--- config.mk ---
export PLATFORM = sky130hd
export DESIGN_NAME = sysctl_port_block
export DESIGN_NICKNAME = d
export VERILOG_FILES = /design/src/rtl/sysctl_pkg.sv /design/src/rtl/sysctl_decode.sv /design/src/rtl/sysctl_state.sv /design/src/rtl/sysctl_readmux.sv /design/src/rtl/sysctl_port_block.sv
export SDC_FILE = /design/constraint.sdc
export NUM_CORES = 1
export LEC_CHECK = 0
export ABC_AREA = 1
export BUFFER_PORTS_ARGS = -buffer_cell sky130_fd_sc_hd__buf_2
export CAP_MARGIN = 20
export CORE_ASPECT_RATIO = 0.6
export CORE_MARGIN = 2
export CORE_UTILIZATION = 50
export CTS_CLUSTER_SIZE = 20
export DETAILED_ROUTE_END_ITERATION = 7
export GPL_TIMING_DRIVEN = 1
export HOLD_SLACK_MARGIN = 0.05
export PLACE_DENSITY = 0.79
export SYNTH_ARGS = -nofsm -noshare
export SYNTH_HDL_FRONTEND = slang
export SYNTH_SLANG_ARGS = --single-unit
--- constraint.sdc ---
create_clock -name clk -period 1.5 [get_ports clk]
set_clock_uncertainty 0.2 [all_clocks]
set_input_delay 0.15 -clock clk [delete_from_list [all_inputs] [get_ports clk]]
set_output_delay 0.15 -clock clk [all_outputs]
set_load 0.05 [all_outputs]
--- src/rtl/sysctl_pkg.sv ---
// Package: port addresses, fixed read values and trigger bit positions
// shared by the decoder, the state logic and the read mux.
package sysctl_pkg;
    localparam int PORT_W = 16;
    localparam int BYTE_W = 8;
    localparam int LOCK_N = 2;

    localparam logic [PORT_W-1:0] PORT_SPECIAL = 16'h0092;
    localparam logic [PORT_W-1:0] PORT_LIGHT   = 16'h0808;
    localparam logic [PORT_W-1:0] PORT_EQUIP   = 16'h080C;
    localparam logic [PORT_W-1:0] PORT_L2INV   = 16'h0814;
    localparam logic [PORT_W-1:0] PORT_KEY     = 16'h0818;
    localparam logic [PORT_W-1:0] PORT_CTRL    = 16'h081C;
    localparam logic [PORT_W-1:0] PORT_CACHEID = 16'h0823;
    localparam logic [PORT_W-1:0] PORT_MAP     = 16'h0850;
    // lock bit i is toggled by a write to LOCK_PORT[i]
    localparam logic [PORT_W-1:0] LOCK_PORT [LOCK_N] = '{16'h0810, 16'h0812};

    localparam logic [BYTE_W-1:0] VAL_SPECIAL = 8'h40;
    localparam logic [BYTE_W-1:0] VAL_EQUIP   = 8'hFC;
    localparam logic [BYTE_W-1:0] VAL_KEY     = 8'h00;
    localparam logic [BYTE_W-1:0] VAL_CACHEID = 8'h03;
    localparam logic [BYTE_W-1:0] VAL_MAP     = 8'h00;
    localparam logic [BYTE_W-1:0] VAL_IDLE    = 8'hFF;

    localparam int BIT_SOFTRST = 7;
    localparam int BIT_ENDIAN  = 6;
    localparam int BIT_NONCONT = 7;

    typedef enum logic [3:0] {
        SEL_NONE, SEL_SPECIAL, SEL_LIGHT, SEL_EQUIP, SEL_L2INV,
        SEL_KEY, SEL_CTRL, SEL_CACHEID, SEL_MAP, SEL_LOCK
    } port_sel_e;
endpackage

--- src/rtl/sysctl_decode.sv ---
// Module: sysctl_decode
// Turns a port address into a one-of-N port selector plus a per-bit lock
// hit vector. Purely combinational; assumes the address is stable while
// a strobe is high.
module sysctl_decode
    import sysctl_pkg::*;
#(
    parameter int ADDR_W = PORT_W,
    parameter int LOCKS  = LOCK_N
) (
    input  logic [ADDR_W-1:0]  addr,
    output port_sel_e          sel,
    output logic [LOCKS-1:0]   lock_hit
);
    // compare against each lock port
    for (genvar g = 0; g < LOCKS; g++) begin : g_lock
        assign lock_hit[g] = (addr == ADDR_W'(LOCK_PORT[g]));
    end

    // map fixed addresses to a selector
    always_comb begin
        sel = SEL_NONE;
        if      (addr == ADDR_W'(PORT_SPECIAL)) sel = SEL_SPECIAL;
        else if (addr == ADDR_W'(PORT_LIGHT))   sel = SEL_LIGHT;
        else if (addr == ADDR_W'(PORT_EQUIP))   sel = SEL_EQUIP;
        else if (addr == ADDR_W'(PORT_L2INV))   sel = SEL_L2INV;
        else if (addr == ADDR_W'(PORT_KEY))     sel = SEL_KEY;
        else if (addr == ADDR_W'(PORT_CTRL))    sel = SEL_CTRL;
        else if (addr == ADDR_W'(PORT_CACHEID)) sel = SEL_CACHEID;
        else if (addr == ADDR_W'(PORT_MAP))     sel = SEL_MAP;
        else if (|lock_hit)                     sel = SEL_LOCK;
    end
endmodule

--- src/rtl/sysctl_state.sv ---
// Module: sysctl_state
// Holds the system control register and the lock bits, and turns
// qualifying writes into one-cycle event pulses. Assumes one write
// strobe cycle per bus write.
module sysctl_state
    import sysctl_pkg::*;
#(
    parameter int DATA_W = BYTE_W,
    parameter int LOCKS  = LOCK_N
) (
    input  logic              clk,
    input  logic              rst_n,
    input  logic              wr,
    input  logic [DATA_W-1:0] wdata,
    input  port_sel_e         sel,
    input  logic [LOCKS-1:0]  lock_hit,
    output logic [DATA_W-1:0] ctrl_q,
    output logic [LOCKS-1:0]  lock_q,
    output logic              soft_reset_evt,
    output logic              endian_req_evt,
    output logic              iomap_req_evt
);
    // control register load
    always_ff @(posedge clk) begin
        if (!rst_n)                      ctrl_q <= '0;
        else if (wr && sel == SEL_CTRL)  ctrl_q <= wdata;
    end

    // one toggle flop per lock bit
    for (genvar g = 0; g < LOCKS; g++) begin : g_lock
        always_ff @(posedge clk) begin
            if (!rst_n)                 lock_q[g] <= 1'b0;
            else if (wr && lock_hit[g]) lock_q[g] <= ~lock_q[g];
        end
    end

    // event pulses, registered one cycle after the write
    always_ff @(posedge clk) begin
        if (!rst_n) begin
            soft_reset_evt <= 1'b0;
            endian_req_evt <= 1'b0;
            iomap_req_evt  <= 1'b0;
        end else begin
            soft_reset_evt <= wr && sel == SEL_SPECIAL && wdata[BIT_SOFTRST];
            endian_req_evt <= wr && sel == SEL_SPECIAL && wdata[BIT_ENDIAN];
            iomap_req_evt  <= wr && sel == SEL_MAP && wdata[BIT_NONCONT];
        end
    end
endmodule

--- src/rtl/sysctl_readmux.sv ---
// Module: sysctl_readmux
// Selects the read value for the decoded port and registers it on a read
// strobe. Undecoded and write-only ports read as all-ones.
module sysctl_readmux
    import sysctl_pkg::*;
#(
    parameter int DATA_W = BYTE_W
) (
    input  logic              clk,
    input  logic              rst_n,
    input  logic              rd,
    input  port_sel_e         sel,
    input  logic [DATA_W-1:0] ctrl_q,
    output logic [DATA_W-1:0] rdata
);
    logic [DATA_W-1:0] rsel;

    // pick the value for the selected port
    always_comb begin
        case (sel)
            SEL_SPECIAL: rsel = DATA_W'(VAL_SPECIAL);
            SEL_EQUIP:   rsel = DATA_W'(VAL_EQUIP);
            SEL_KEY:     rsel = DATA_W'(VAL_KEY);
            SEL_CTRL:    rsel = ctrl_q;
            SEL_CACHEID: rsel = DATA_W'(VAL_CACHEID);
            SEL_MAP:     rsel = DATA_W'(VAL_MAP);
            default:     rsel = {DATA_W{1'b1}};
        endcase
    end

    // capture on read strobe, hold otherwise
    always_ff @(posedge clk) begin
        if (!rst_n)  rdata <= DATA_W'(VAL_IDLE);
        else if (rd) rdata <= rsel;
    end
endmodule

--- src/rtl/sysctl_port_block.sv ---
// Module: sysctl_port_block
// Top of the system control port decoder: decode, state and read mux.
// Assumes single-cycle strobes on a byte-wide bus; reset is synchronous
// and active low.
module sysctl_port_block
    import sysctl_pkg::*;
#(
    parameter int ADDR_W = PORT_W,
    parameter int DATA_W = BYTE_W,
    parameter int LOCKS  = LOCK_N
) (
    input  logic              clk,
    input  logic              rst_n,
    input  logic [ADDR_W-1:0] io_addr,
    input  logic              io_wr,
    input  logic              io_rd,
    input  logic [DATA_W-1:0] io_wdata,
    output logic [DATA_W-1:0] io_rdata,
    output logic [LOCKS-1:0]  lock_state,
    output logic              soft_reset_evt,
    output logic              endian_req_evt,
    output logic              iomap_req_evt
);
    port_sel_e         sel;
    logic [LOCKS-1:0]  lock_hit;
    logic [DATA_W-1:0] ctrl_q;

    sysctl_decode #(.ADDR_W(ADDR_W), .LOCKS(LOCKS)) u_decode (
        .addr(io_addr), .sel(sel), .lock_hit(lock_hit)
    );

    sysctl_state #(.DATA_W(DATA_W), .LOCKS(LOCKS)) u_state (
        .clk(clk), .rst_n(rst_n), .wr(io_wr), .wdata(io_wdata),
        .sel(sel), .lock_hit(lock_hit), .ctrl_q(ctrl_q), .lock_q(lock_state),
        .soft_reset_evt(soft_reset_evt), .endian_req_evt(endian_req_evt),
        .iomap_req_evt(iomap_req_evt)
    );

    sysctl_readmux #(.DATA_W(DATA_W)) u_rmux (
        .clk(clk), .rst_n(rst_n), .rd(io_rd), .sel(sel),
        .ctrl_q(ctrl_q), .rdata(io_rdata)
    );
endmodule

# ---- Word level (Yosys, flattened, before mapping)
# Cells that the tools add are included.
# Widths: inputs -> output; s select.
dict set report totals {
  reg_bits 21
  latch_bits 0
  ramBits 0
  rom_bits 0
  n_memories 0
}
dict set report op_classes {
  n_addsub 0
  multipliers 0
  div 0
  n_lt_le_gt_ge 0
  n_eq_ne 16
  shifts 0
  mux 10
  bitwise 2
  n_reduce_logical 10
}
# cell count
set ops {}
lappend ops {{$eq 16x12->1 const B} 9}
lappend ops {{$pmux 8 s5} 1}
lappend ops {{$mux 4} 9}
lappend ops {{$eq 16x8->1 const B} 1}
lappend ops {{$eq 4x3->1 const B} 3}
lappend ops {{$logic_and 1x1->1} 8}
lappend ops {{$eq 4x1->1 const B} 1}
lappend ops {{$eq 4x2->1 const B} 1}
lappend ops {{$eq 4x4->1 const B} 1}
lappend ops {{$reduce_or 2->1} 2}
lappend ops {{$not 1->1} 2}

# ---- Depth between registers and ports, before layout
# Gate-level depths: netlist of run 1.
dict set report depth {
  word_depth 14
  depth_mapped 12
  depth_no_buf 12
}

# ---- By module
# Synthesis of run 1 repeated with hierarchy kept, for this count alone.
dict set report hier_totals {
  hier_cells 205
  area_unflattened_um2 1336.3
}
# module instances cells_per_inst area_per_inst_um2 seq_area_each_um2
set modules_own_cells {}
lappend modules_own_cells {sysctl_state 1 78 566.8 260.2}
lappend modules_own_cells {sysctl_readmux 1 63 432.9 160.2}
lappend modules_own_cells {sysctl_decode 1 64 336.6 0.0}

# ---- Worst setup path before layout of run 1
# No wires, ideal clock.
dict set report synth_timing {
  path_type {input to register}
  startpoint {input io_addr[15]}
  endpoint {register u_state.soft_reset_evt}
  arrival_time_ns 1.046
  path_slack_ns 0.140
  cell_stages 11
  path_cell_list {nor2_1 -> nand2_2 -> nor2_8 -> buf_6 -> nand3_1 -> nand2_1 -> nor2_1 -> nand2_1 -> nor2_1 -> nand3_1 -> nor2_1}
}
dict set report synth_between {
  elab_chain_len 14
  word_cells_on_any_way 23
  classes_between {eq/ne (11); mux (9); reduce/logical (3)}
}
# item line_no
set synth_rtl {}
lappend synth_rtl {{from (decl)} sysctl_port_block.sv:14} ;# input logic [ADDR_W-1:0] io_addr,
lappend synth_rtl {{$eq 16x12->1} sysctl_decode.sv:17} ;# assign lock_hit[g] = (addr == ADDR_W'(LOCK_PORT[g]));
lappend synth_rtl {{$reduce_or 2->1} sysctl_decode.sv:31} ;# else if (|lock_hit) sel = SEL_LOCK;
lappend synth_rtl {{$mux 4} sysctl_decode.sv:31}
lappend synth_rtl {{$mux 4} sysctl_decode.sv:30} ;# else if (addr == ADDR_W'(PORT_MAP)) sel = SEL_MAP;
lappend synth_rtl {{$mux 4} sysctl_decode.sv:29} ;# else if (addr == ADDR_W'(PORT_CACHEID)) sel = SEL_CACHEID;
lappend synth_rtl {{$mux 4} sysctl_decode.sv:28} ;# else if (addr == ADDR_W'(PORT_CTRL)) sel = SEL_CTRL;
lappend synth_rtl {{$mux 4} sysctl_decode.sv:27} ;# else if (addr == ADDR_W'(PORT_KEY)) sel = SEL_KEY;
lappend synth_rtl {{$mux 4} sysctl_decode.sv:26} ;# else if (addr == ADDR_W'(PORT_L2INV)) sel = SEL_L2INV;
lappend synth_rtl {{$mux 4} sysctl_decode.sv:25} ;# else if (addr == ADDR_W'(PORT_EQUIP)) sel = SEL_EQUIP;
lappend synth_rtl {{$mux 4} sysctl_decode.sv:24} ;# else if (addr == ADDR_W'(PORT_LIGHT)) sel = SEL_LIGHT;
lappend synth_rtl {{$mux 4 *} sysctl_decode.sv:23} ;# if (addr == ADDR_W'(PORT_SPECIAL)) sel = SEL_SPECIAL;
lappend synth_rtl {{$eq 4x1->1 *} sysctl_state.sv:44} ;# soft_reset_evt <= wr && sel == SEL_SPECIAL && wdata[BIT_SOFTRST];
lappend synth_rtl {{$logic_and 1x1->1 * (2 in a row)} sysctl_state.sv:44}
lappend synth_rtl {{to (signal assigned)} sysctl_state.sv:44}
lappend synth_rtl {{to (decl)} sysctl_state.sv:19} ;# output logic soft_reset_evt,
# Every way passes the cells marked *; elsewhere a longest branch is shown, timed or not.
# A chain may end at the register's enable or synchronous reset.

# ---- Final worst setup path of run 1
dict set report layout_timing {
  startpoint {input io_wr}
  endpoint {register u_state.ctrl_q[3]}
}
dict set report layout_between {
  elab_chain_len 1
}
# item line_no
set layout_rtl {}
lappend layout_rtl {{from (decl)} sysctl_port_block.sv:15} ;# input logic io_wr,
lappend layout_rtl {{$logic_and 1x1->1} sysctl_state.sv:26} ;# else if (wr && sel == SEL_CTRL) ctrl_q <= wdata;
lappend layout_rtl {{to (signal assigned)} sysctl_state.sv:26}
lappend layout_rtl {{to (decl)} sysctl_state.sv:17} ;# output logic [DATA_W-1:0] ctrl_q,
# Every way passes these cells.

==> impl_metrics.py, run 1 <==
metrics = {
    "layout": {
        "final-instance-count-excl-fill": 301,
        "highest_count_cells_in_the_layout_ignoring_fill_and_taps": "sky130_fd_sc_hd__nand2_1, sky130_fd_sc_hd__buf_2, sky130_fd_sc_hd__inv_1",
        "layout.cell_area.non_filler_mm2": 0.001818,
        "finalNetCount": 298,
        "fillers": 191,
        "area_delta_synth_final_pct": 43.01,
        "antennaDiodeCount": 0,
        "most_common_cell_after_layout_fill_and_taps_aside": "sky130_fd_sc_hd__nand2_1",
        "post_route_cells_drive_above_1_share": 0.3048,
    },
    "drt": {
        "count_of_antenna_violating_nets_left_after_detailed_routing": 0,
        "average_detailed_routed_wire_length_per_instance_um": 10.31,
        "drtIter0Drc": 63,
        "drt_wl_total_mm": 3.102,
        "dr_total_vias": 1415,
        "avgViaCountPerCell": 4.701,
        "detail_route.first_pass.iterations": 4,
        "drt_drc_violations_left": 0,
    },
    "yosys": {
        "synth-simple-area-share": 0.4134,
        "synthesized_netlist_cell_count": 197,
        "post_synth.cell_area_avg_um2": 6.453,
        "synthMuxAreaShare": 0,
        "number_of_storage_elements_in_the_synthesis_netlist": 21,
        "yosys.area_share.xor_xnor": 0.01378,
        "syn_area_mm2": 0.001271,
        "synth_area_in_compound_gates": 0.1260,
        "synth_cell_type_count": 26,
        "largest_family_of_logic_cells_by_synthesized_area": "simple AND/OR/NAND/NOR gates",
        "synthesis.yosys.warnings": 0,
        "synth_adder_area_share": 0,
        "synth_seq_area_share": 0.3307,
        "mappedNetlistNets": 225,
    },
    "global_route": {
        "first_global_vias": 1236,
        "grt.met1_usage": 0.3045,
        "grt_overflow_total": 0,
        "grt_max_degree": 17,
        "global_route.usage.total": 0.2204,
        "grt_util_met2": 0.3538,
        "antenna_found_initial": 0,
        "top_usage_layer": "met2",
        "grt_use_met3": 0.07363,
        "grt_first_pass_wirelength_mm": 5.250,
    },
    "floorplan": {
        "initial_core_util": 0.5184,
        "die-area_mm2": 0.002975,
        "die-width_um": 69.10,
        "floorplan.core_area_mm2": 0.002452,
        "die_h_um": 43.06,
        "num_io_pins": 41,
        "rows": 14,
    },
    "status": {
        "run_status": "finished, final reports clean",
    },
    "sta": {
        "clock.fmax_mhz": 696.3,
        "final_min_period_over_clock_period": 0.9574,
        "grt_setup_unrepaired": "false",
        "max_slew.worst_pin.slew_ns": 0.2391,
        "final_period_minus_worst_setup_slack_ns": 1.436,
        "timing.final.setup_violations": 0,
        "slew_violations": 0,
        "finalHoldViolCount": 0,
        "relSlewSlack": 0.8396,
        "final.hold.worst_slack_ns": 0.09761,
    },
    "setup_path": {
        "critPathLaunchType": "input port",
        "worstReg2RegStart": "u_state.ctrl_q[6]",
        "worst-path-max-fanout": 16,
        "rrSetupSlack_ns": 0.44,
        "worst_setup_path_category": "in2reg",
        "endpoint_of_the_lowest_slack_register_to_register_path": "u_rmux.rdata[6]",
        "worstSetupEndpointType": "flip-flop",
        "worst_r2r_path_depth": 6,
        "worst_ep_arrival_time_ns": 1.38,
        "cp.required_ns": 1.44,
    },
    "hold_path": {
        "hp-class": "in2reg",
        "worst_hold_path.num_cells": 3,
        "hp-start": "rst_n",
        "worstHoldEndpoint": "u_state.lock_q[0]",
    },
    "clock_network": {
        "tritoncts_clock_tree": "built",
        "clock-root-buffer": "sky130_fd_sc_hd__clkbuf_8",
        "postCtsSetupRepairBufs": 0,
        "cts_bufs_inserted": 3,
        "insertion_delay_ns": 0.26,
        "cts_max_level": 1,
        "cts.reportedPaths.clkPinSlew_ns": 0.07,
        "clock_tree.buffer_depth": 2,
        "clock_sink_count": 21,
    },
    "power": {
        "power_per_cell_area_mw_per_mm2": 633.2,
        "max-vdd-ir-drop_uv": 591.5,
        "total_leakage_power_nw": 0.8926,
    },
    "placement": {
        "dpl.cell_count": 284,
        "area_post_placement_mm2": 0.001630,
        "place_congestion": 0.8473,
        "dp_hpwl_mm": 2.287,
        "place.port_buffers": 40,
    },
    "flow_run": {
        "max_cap_viol_count": 0,
    },
}
==> area by class of cell <==
type                    instances  area (um2)  area share
well taps                      32       40.04     0.02202
repair buffers                 72       478.0      0.2629
flip-flops and latches         21       420.4      0.2312
inverters                      33       123.9     0.06814
clock buffers                   4       45.04     0.02478
multi-input cells             139       710.7      0.3909
==> synth_stat cells <==
cell type | n | area share
sky130_fd_sc_hd__a21oi_1 | 16 | 0.063
sky130_fd_sc_hd__buf_2 | 1 | 0.0039
sky130_fd_sc_hd__buf_6 | 1 | 0.0089
sky130_fd_sc_hd__clkbuf_1 | 2 | 0.0059
sky130_fd_sc_hd__clkinv_1 | 1 | 0.0029
sky130_fd_sc_hd__dfxtp_1 | 21 | 0.33
sky130_fd_sc_hd__inv_1 | 29 | 0.086
sky130_fd_sc_hd__inv_2 | 3 | 0.0089
sky130_fd_sc_hd__nand2_1 | 48 | 0.14
sky130_fd_sc_hd__nand2_2 | 3 | 0.015
sky130_fd_sc_hd__nand3_1 | 10 | 0.039
sky130_fd_sc_hd__nand3_2 | 4 | 0.031
sky130_fd_sc_hd__nand3b_1 | 1 | 0.0059
sky130_fd_sc_hd__nand3b_4 | 1 | 0.016
sky130_fd_sc_hd__nand4_1 | 4 | 0.020
sky130_fd_sc_hd__nand4_2 | 1 | 0.0098
sky130_fd_sc_hd__nor2_1 | 21 | 0.062
sky130_fd_sc_hd__nor2_2 | 6 | 0.030
sky130_fd_sc_hd__nor2_4 | 1 | 0.0089
sky130_fd_sc_hd__nor2_8 | 1 | 0.016
sky130_fd_sc_hd__nor2b_1 | 1 | 0.0049
sky130_fd_sc_hd__nor3_1 | 2 | 0.0079
sky130_fd_sc_hd__nor3b_1 | 1 | 0.0059
sky130_fd_sc_hd__o21ai_0 | 14 | 0.055
sky130_fd_sc_hd__o21ai_1 | 2 | 0.0079
sky130_fd_sc_hd__xor2_1 | 2 | 0.014
==> routing by layer <==
layer	vias to the layer above	part of all wire
li1	763	-
met1	597	0.51
met2	53	0.41
met3	2	0.077
met4	0	0.0023
met5	-	0
==> worst max-delay path, cell delays in order <==
cell and delay (ns):
sky130_fd_sc_hd__dlygate4sd3_1 0.52, sky130_fd_sc_hd__buf_2 0.16, sky130_fd_sc_hd__nand4_2 0.10, sky130_fd_sc_hd__buf_4 0.19
sky130_fd_sc_hd__o21ai_0 0.19, sky130_fd_sc_hd__a21oi_1 0.07
==> flip-flops by register name, summed over array words and instances (netlist names) <==
register,flops
u_state.soft_reset_evt,1
u_state.endian_req_evt,1
u_state.lock_q,2
u_state.iomap_req_evt,1
u_rmux.rdata,8
u_state.ctrl_q,8
==> worst max-delay path by stage <==
stage | startpoint | endpoint | slack, ns | cells after the start
3_3_place_gp | io_addr[3] | u_rmux.rdata[5] | -0.08 | 9
3_5_place_dp | io_addr[1] | u_rmux.rdata[6] | -0.13 | 10
6_report | io_wr | u_state.ctrl_q[3] | 0.06 | 6
5_1_grt | io_wr | u_state.ctrl_q[3] | 0.001 | 6
4_1_cts | io_wdata[6] | u_state.endian_req_evt | 0.03 | 5
2_1_floorplan | io_addr[15] | u_state.soft_reset_evt | 0.14 | 11
==> report_power, final <==
part	total (mW)	leakage, nW	internal (mW)	switching, mW
registers	0.572	0.171	0.568	0.00458
logic	0.221	0.699	0.0944	0.127
clock network	0.358	0.0228	0.189	0.169
total	1.15	0.893	0.851	0.300
==> stage by stage <==
step | setup TNS, ns | total power [mW] | setup slack (ns) | util
after global routing | 0 | 1.204 | 0.001184 | 0.7413
final | 0 | 1.151 | 0.06383 | 0.7413
after detailed placement | -1.155 | 0.7740 | -0.1261 | 0.6648
after global placement | -0.6373 | 0.7712 | -0.07765 | 0.6648
after CTS | 0 | 1.151 | 0.02812 | 0.7403
after floorplan | 0 | 0.6902 | 0.1401 | -
==> timing repair <==
item | in CTS | in global routing
gates resized for setup | 0 | 2
setup endpoints to repair | 0 | 3
endpoints found under the hold margin | 19 | 0
hold buffers | 14 | 0
==> logic make-up (layout without fill, tap and decap cells) <==
logic type | count (synthesis) | count (layout)
simple gates | 105 | 105
compound gates | 32 | 32
buf+inv | 37 | 109
flops | 21 | 21
xor+xnor | 2 | 2
No activity file was read; power rests on OpenSTA's default activity.
==> inputs of run 2 (changes only) <==
==> constraint.sdc (replaced) <==
create_clock -name clk -period 1.5 [get_ports clk]
set_clock_uncertainty 0.2 [all_clocks]
set_input_delay 0.075 -clock clk [delete_from_list [all_inputs] [get_ports clk]]
set_output_delay 0.075 -clock clk [all_outputs]
set_load 0.05 [all_outputs]
==> run 2 against run 1 <==
  * Core utilization shrank 2.7 points
  * Global-route usage grew 0.052 points
  * Final cell count shrank 2.3%
  * Sequential share of layout area grew 0.86 points
  * First-iteration DRC count grew 27%
  * Sequential power is essentially flat
  * Setup slack gained 0.037 ns
  * Critical path depth shrank 1
  * Fmax grew 2.6%
  * Critical path type unchanged
  * Critical endpoint is now u_state.endian_req_evt
  * Largest cell class unchanged
  * Largest power group unchanged
==> impl_metrics.py, run 2 (same netlist as run 1, synthesis figures left out) <==
metrics = {
    "sta": {
        "timing.final.setup_violations": 0,
        "final_min_period_over_clock_period": 0.9328,
        "slew_violations": 0,
        "timing.setup.tns_ns": 0,
        "clock.fmax_mhz": 714.7,
        "final_period_minus_worst_setup_slack_ns": 1.399,
        "finalHoldViolCount": 0,
        "grt_setup_unrepaired": "false",
        "relSlewSlack": 0.8174,
        "max_slew.worst_pin.slew_ns": 0.2730,
    },
    "clock_network": {
        "clock_sink_count": 21,
        "cts_max_level": 1,
        "hold_buffers": 13,
        "insertion_delay_ns": 0.25,
        "clock-root-buffer": "sky130_fd_sc_hd__clkbuf_8",
        "cts_bufs_inserted": 3,
        "postCtsSetupRepairBufs": 0,
        "cts.repair.resized": 0,
        "tritoncts_clock_tree": "built",
        "cts.reportedPaths.clkPinSlew_ns": 0.07,
        "clock_tree.buffer_depth": 2,
    },
    "drt": {
        "drt_drc_violations_left": 0,
        "drtIter0Drc": 80,
        "count_of_antenna_violating_nets_left_after_detailed_routing": 0,
        "drt_wl_total_mm": 2.996,
        "dr_total_vias": 1364,
        "detail_route.first_pass.iterations": 5,
        "avgViaCountPerCell": 4.639,
        "average_detailed_routed_wire_length_per_instance_um": 10.19,
    },
    "floorplan": {
        "initial_core_util": 0.5184,
        "rows": 14,
        "die-area_mm2": 0.002975,
        "num_io_pins": 41,
        "floorplan.core_area_mm2": 0.002452,
        "die_h_um": 43.06,
        "die-width_um": 69.10,
    },
    "layout": {
        "finalNetCount": 291,
        "post_route_cells_drive_above_1_share": 0.2863,
        "area_delta_synth_final_pct": 37.89,
        "antennaDiodeCount": 0,
        "highest_count_cells_in_the_layout_ignoring_fill_and_taps": "sky130_fd_sc_hd__nand2_1, sky130_fd_sc_hd__buf_2, sky130_fd_sc_hd__inv_1",
        "reg_top3": "u_rmux.rdata: 8 flops, u_state.ctrl_q: 8 flops, u_state.lock_q: 2 flops",
        "most_common_cell_after_layout_fill_and_taps_aside": "sky130_fd_sc_hd__nand2_1",
    },
    "global_route": {
        "global_route.usage.total": 0.2209,
        "grt_first_pass_wirelength_mm": 5.209,
        "grt_overflow_total": 0,
        "antenna_found_initial": 0,
        "first_global_vias": 1234,
        "grt_max_degree": 17,
    },
    "power": {
        "power.share.switching": 0.2589,
        "finalPower_mw": 1.140,
        "max-vdd-ir-drop_uv": 434.1,
        "p_seq_frac": 0.503,
        "comb_power_share": 0.186,
        "power_per_cell_area_mw_per_mm2": 650.2,
        "clock_power_share": 0.312,
        "total_leakage_power_nw": 0.8549,
        "intPower_mw": 0.8447,
        "p_sw_mw": 0.2951,
    },
    "setup_path": {
        "critPathLaunchType": "input port",
        "worst-path-max-fanout": 2,
        "worstSetupEndpointType": "flip-flop",
        "worst_setup_path_category": "in2reg",
        "worst_r2r_path_depth": 6,
        "cp.required_ns": 1.46,
        "worst_ep_arrival_time_ns": 1.35,
    },
    "hold_path": {
        "hp-class": "in2reg",
        "worst_hold_path.num_cells": 5,
    },
    "placement": {
        "place.port_buffers": 40,
        "dp_hpwl_mm": 2.321,
        "place_congestion": 0.8414,
    },
    "status": {
        "run_status": "finished, final reports clean",
    },
    "flow_run": {
        "max_cap_viol_count": 0,
    },
}
run 2: changes by cell type in the layout (fill, tap and decap cells not counted):
cell,delta
sky130_fd_sc_hd__nor2_1,+1
sky130_fd_sc_hd__dlygate4sd3_1,-1
sky130_fd_sc_hd__buf_4,-7
sky130_fd_sc_hd__nor2_4,-1
sky130_fd_sc_hd__buf_2,+1
run 2: final timing paths:
| kind | from | slack (ns) | to |
|---|---|---|---|
| setup / recovery | io_wdata[6] | 0.10 | u_state.endian_req_evt |
| hold reg to reg | u_state.ctrl_q[2] | 0.25 | u_state.ctrl_q[2] |
| hold / removal | io_addr[7] | 0.12 | u_state.iomap_req_evt |
| setup reg to reg | u_state.ctrl_q[6] | 0.46 | u_rmux.rdata[6] |
run 2: power groups by stage:
stage	Sequential (mW)	Clock [mW]	Combinational, mW
floorplan	0.622	0	0.0684
CTS	0.573	0.365	0.210
finish	0.573	0.355	0.212
detailed placement	0.586	0	0.184
global route	0.574	0.393	0.232
global placement	0.585	0	0.181
run 2: layout make-up:
class / instances / area [um2]
multi-input combinational: 139 / 703.2
fill: 219 / 699.4
sequential: 21 / 420.4
timing repair buffer: 65 / 420.4
inverter: 33 / 123.9
clock buffer: 4 / 45.04
tap: 32 / 40.04
run 2: through the flow:
step,hold slack [ns],worst slack (ns),cell area (um2),cells,utilization
after CTS,0.1207,0.1035,1753,294,0.7148
after global placement,0.1240,-0.005747,1578,277,0.6434
final,0.1246,0.1009,1753,294,0.7148
after detailed placement,0.1218,-0.06466,1578,277,0.6434
after global routing,0.1427,0.07425,1753,294,0.7148
after floorplan,-0.005833,0.2151,1271,197,-
run 2: metal layers:
metal / track usage / vias to the layer above / part of all wire
met4: 0.05882 / 0 / 0.0097
li1: - / 751 / -
met1: 0.3133 / 567 / 0.54
met2: 0.3212 / 42 / 0.38
met5: 0 / - / 0
met3: 0.07363 / 4 / 0.074
run 2: worst max-delay path, cell delays in order:
cell and delay (ns):
sky130_fd_sc_hd__dlygate4sd3_1 0.52, sky130_fd_sc_hd__buf_2 0.13, sky130_fd_sc_hd__nand2_1 0.04, sky130_fd_sc_hd__dlygate4sd3_1 0.54, sky130_fd_sc_hd__nor2_1 0.05
==> inputs of run 3 (changes only) <==
Settings changed: GPL_ROUTABILITY_DRIVEN set to 0.
Clock period 1.5 ns to 1.55 ns, I/O delays scaled along.
==> run 3 against run 2 <==
  * Non-clock buffer count fell by 6
  * Sequential share of layout area grew 0.63 points
  * Via count down 3.4%
  * Hold slack gained 0.011 ns
  * Sequential cell count unchanged
==> impl_metrics.py, run 3 (same netlist as run 1, synthesis figures left out) <==
metrics = {
    "drt": {
        "drt_wl_total_mm": 2.783,
        "dr_total_vias": 1317,
        "detail_route.first_pass.iterations": 4,
        "drtIter0Drc": 86,
        "avgViaCountPerCell": 4.573,
        "count_of_antenna_violating_nets_left_after_detailed_routing": 0,
        "drt_drc_violations_left": 0,
        "average_detailed_routed_wire_length_per_instance_um": 9.663,
    },
    "setup_path": {
        "worst_path_most_repeated_cell": "sky130_fd_sc_hd__dlygate4sd3_1",
        "cp.buffers_inverters": 3,
        "cpMaxStageDelayCell": "sky130_fd_sc_hd__dlygate4sd3_1",
        "critPathTopFamily": "buffers and inverters",
        "cp-startpoint": "rst_n",
        "worstPathCellList": "dlygate4sd3_1, clkbuf_4, nand2_1, dlygate4sd3_1, nor2_1",
        "critPathLaunchType": "input port",
        "critical-path-max-stage-delay_ns": 0.55,
        "worst-path-max-fanout": 11,
        "worstReg2RegStart": "u_state.ctrl_q[6]",
        "cp.required_ns": 1.55,
        "worst_ep_arrival_time_ns": 1.50,
        "worstSetupEndpointType": "flip-flop",
        "worst_setup_path_category": "in2reg",
    },
    "clock_network": {
        "clock-root-buffer": "sky130_fd_sc_hd__clkbuf_8",
        "cts_max_level": 1,
        "cts_bufs_inserted": 3,
        "cts.reportedPaths.clkPinSlew_ns": 0.07,
        "clock_tree.buffer_depth": 2,
        "insertion_delay_ns": 0.26,
        "tritoncts_clock_tree": "built",
        "clock_sink_count": 21,
    },
    "power": {
        "max-vdd-ir-drop_uv": 493.3,
        "intPower_mw": 0.8101,
        "p_sw_mw": 0.2830,
        "clock_power_share": 0.316,
        "total_leakage_power_nw": 0.8263,
        "power.share.switching": 0.2589,
        "power_per_cell_area_mw_per_mm2": 640.0,
        "comb_power_share": 0.177,
        "finalPower_mw": 1.093,
        "p_seq_frac": 0.507,
    },
    "layout": {
        "fillers": 225,
        "reg_top3": "u_rmux.rdata: 8 flops, u_state.ctrl_q: 8 flops, u_state.lock_q: 2 flops",
        "layout.cell_area.non_filler_mm2": 0.001708,
        "finalNetCount": 285,
        "area_delta_synth_final_pct": 34.35,
        "post_route_cells_drive_above_1_share": 0.2734,
        "highest_count_cells_in_the_layout_ignoring_fill_and_taps": "sky130_fd_sc_hd__nand2_1, sky130_fd_sc_hd__buf_2, sky130_fd_sc_hd__inv_1",
        "antennaDiodeCount": 0,
        "most_common_cell_after_layout_fill_and_taps_aside": "sky130_fd_sc_hd__nand2_1",
    },
    "sta": {
        "timing.final.ws_setup_ns": 0.05087,
        "final_period_minus_worst_setup_slack_ns": 1.499,
        "timing.setup.tns_ns": 0,
        "grt_setup_unrepaired": "false",
        "final.hold.worst_slack_ns": 0.1359,
        "finalHoldViolCount": 0,
        "clock.fmax_mhz": 667.1,
        "slew_violations": 0,
        "max_slew.worst_pin.slew_ns": 0.2609,
        "relSlewSlack": 0.8250,
        "final_min_period_over_clock_period": 0.9672,
        "timing.final.setup_violations": 0,
    },
    "hold_path": {
        "hp-start": "io_addr[7]",
        "hp-class": "in2reg",
    },
    "global_route": {
        "grt_first_pass_wirelength_mm": 4.719,
        "global_route.usage.total": 0.1983,
        "grt_max_degree": 17,
        "first_global_vias": 1097,
        "antenna_found_initial": 0,
        "grt_overflow_total": 0,
    },
    "placement": {
        "place.port_buffers": 40,
        "pre_cts_ws_ns": -0.004883,
        "area_post_placement_mm2": 0.001540,
        "dp_hpwl_mm": 2.133,
    },
    "floorplan": {
        "floorplan.core_area_mm2": 0.002452,
        "initial_core_util": 0.5184,
        "rows": 14,
        "die_h_um": 43.06,
        "die-width_um": 69.10,
        "num_io_pins": 41,
        "die-area_mm2": 0.002975,
    },
    "status": {
        "run_status": "finished, final reports clean",
    },
    "flow_run": {
        "max_cap_viol_count": 0,
    },
}
run 3: cell types whose count changed in the layout (fill, tap and decap cells not counted), sizes merged:
cell / delta
buf: -6
clkbuf: +1
dlygate4sd3: -1
run 3: path summary, 6_finish.rpt:
| kind | end | slack [ns] | cells after the start |
|---|---|---|---|
| worst max-delay path | u_state.endian_req_evt | 0.05 | 5 |
| worst min register to register | u_state.ctrl_q[3] | 0.25 | 2 |
| worst max register to register | u_rmux.rdata[6] | 0.51 | 6 |
| worst min-delay path | u_state.iomap_req_evt | 0.14 | 5 |
run 3: what timing repair did:
| item | in CTS | in global routing |
|---|---|---|
| buffers inserted | 0 | 0 |
| endpoints found under the setup margin | 0 | 1 |
| hold buffers | 12 | 0 |
| endpoints found under the hold margin | 21 | 0 |
| resized for setup | 0 | 1 |
run 3: layout make-up:
cell class | instances | area (um2) | area share
Clock buffer | 4 | 45.04 | 0.02637
Inverter | 33 | 123.9 | 0.07253
Multi-Input combinational cell | 139 | 703.2 | 0.4117
Sequential cell | 21 | 420.4 | 0.2462
Tap cell | 32 | 40.04 | 0.02344
Timing Repair Buffer | 59 | 375.4 | 0.2198
run 3: per-stage QoR:
| step | instances | utilization |
|---|---|---|
| 6_report | 288 | 0.6964 |
| 5_1_grt | 288 | 0.6964 |
| 4_1_cts | 288 | 0.6954 |
| 3_5_place_dp | 272 | 0.6281 |
| 3_3_place_gp | 272 | 0.6281 |
| 2_1_floorplan | 197 | - |
run 3: routing by layer:
| layer | global-route usage | part of all wire |
|---|---|---|
| met1 | 0.2945 | 0.58 |
| met5 | 0 | 0 |
| met2 | 0.2865 | 0.35 |
| met4 | 0.02353 | 0.0036 |
| met3 | 0.06413 | 0.069 |
run 3: power by group through the flow:
stage / Sequential [mW] / Combinational, mW / Clock [mW]
floorplan: 0.602 / 0.0662 / 0
global placement: 0.566 / 0.167 / 0
detailed placement: 0.566 / 0.169 / 0
CTS: 0.554 / 0.192 / 0.356
global route: 0.555 / 0.213 / 0.374
finish: 0.554 / 0.194 / 0.346
run 3: worst min-delay path, stage by stage:
cell and delay, ns:
sky130_fd_sc_hd__buf_2 0.12, sky130_fd_sc_hd__nor3_1 0.07, sky130_fd_sc_hd__nand3_1 0.12, sky130_fd_sc_hd__buf_4 0.12
sky130_fd_sc_hd__nor3b_1 0.04
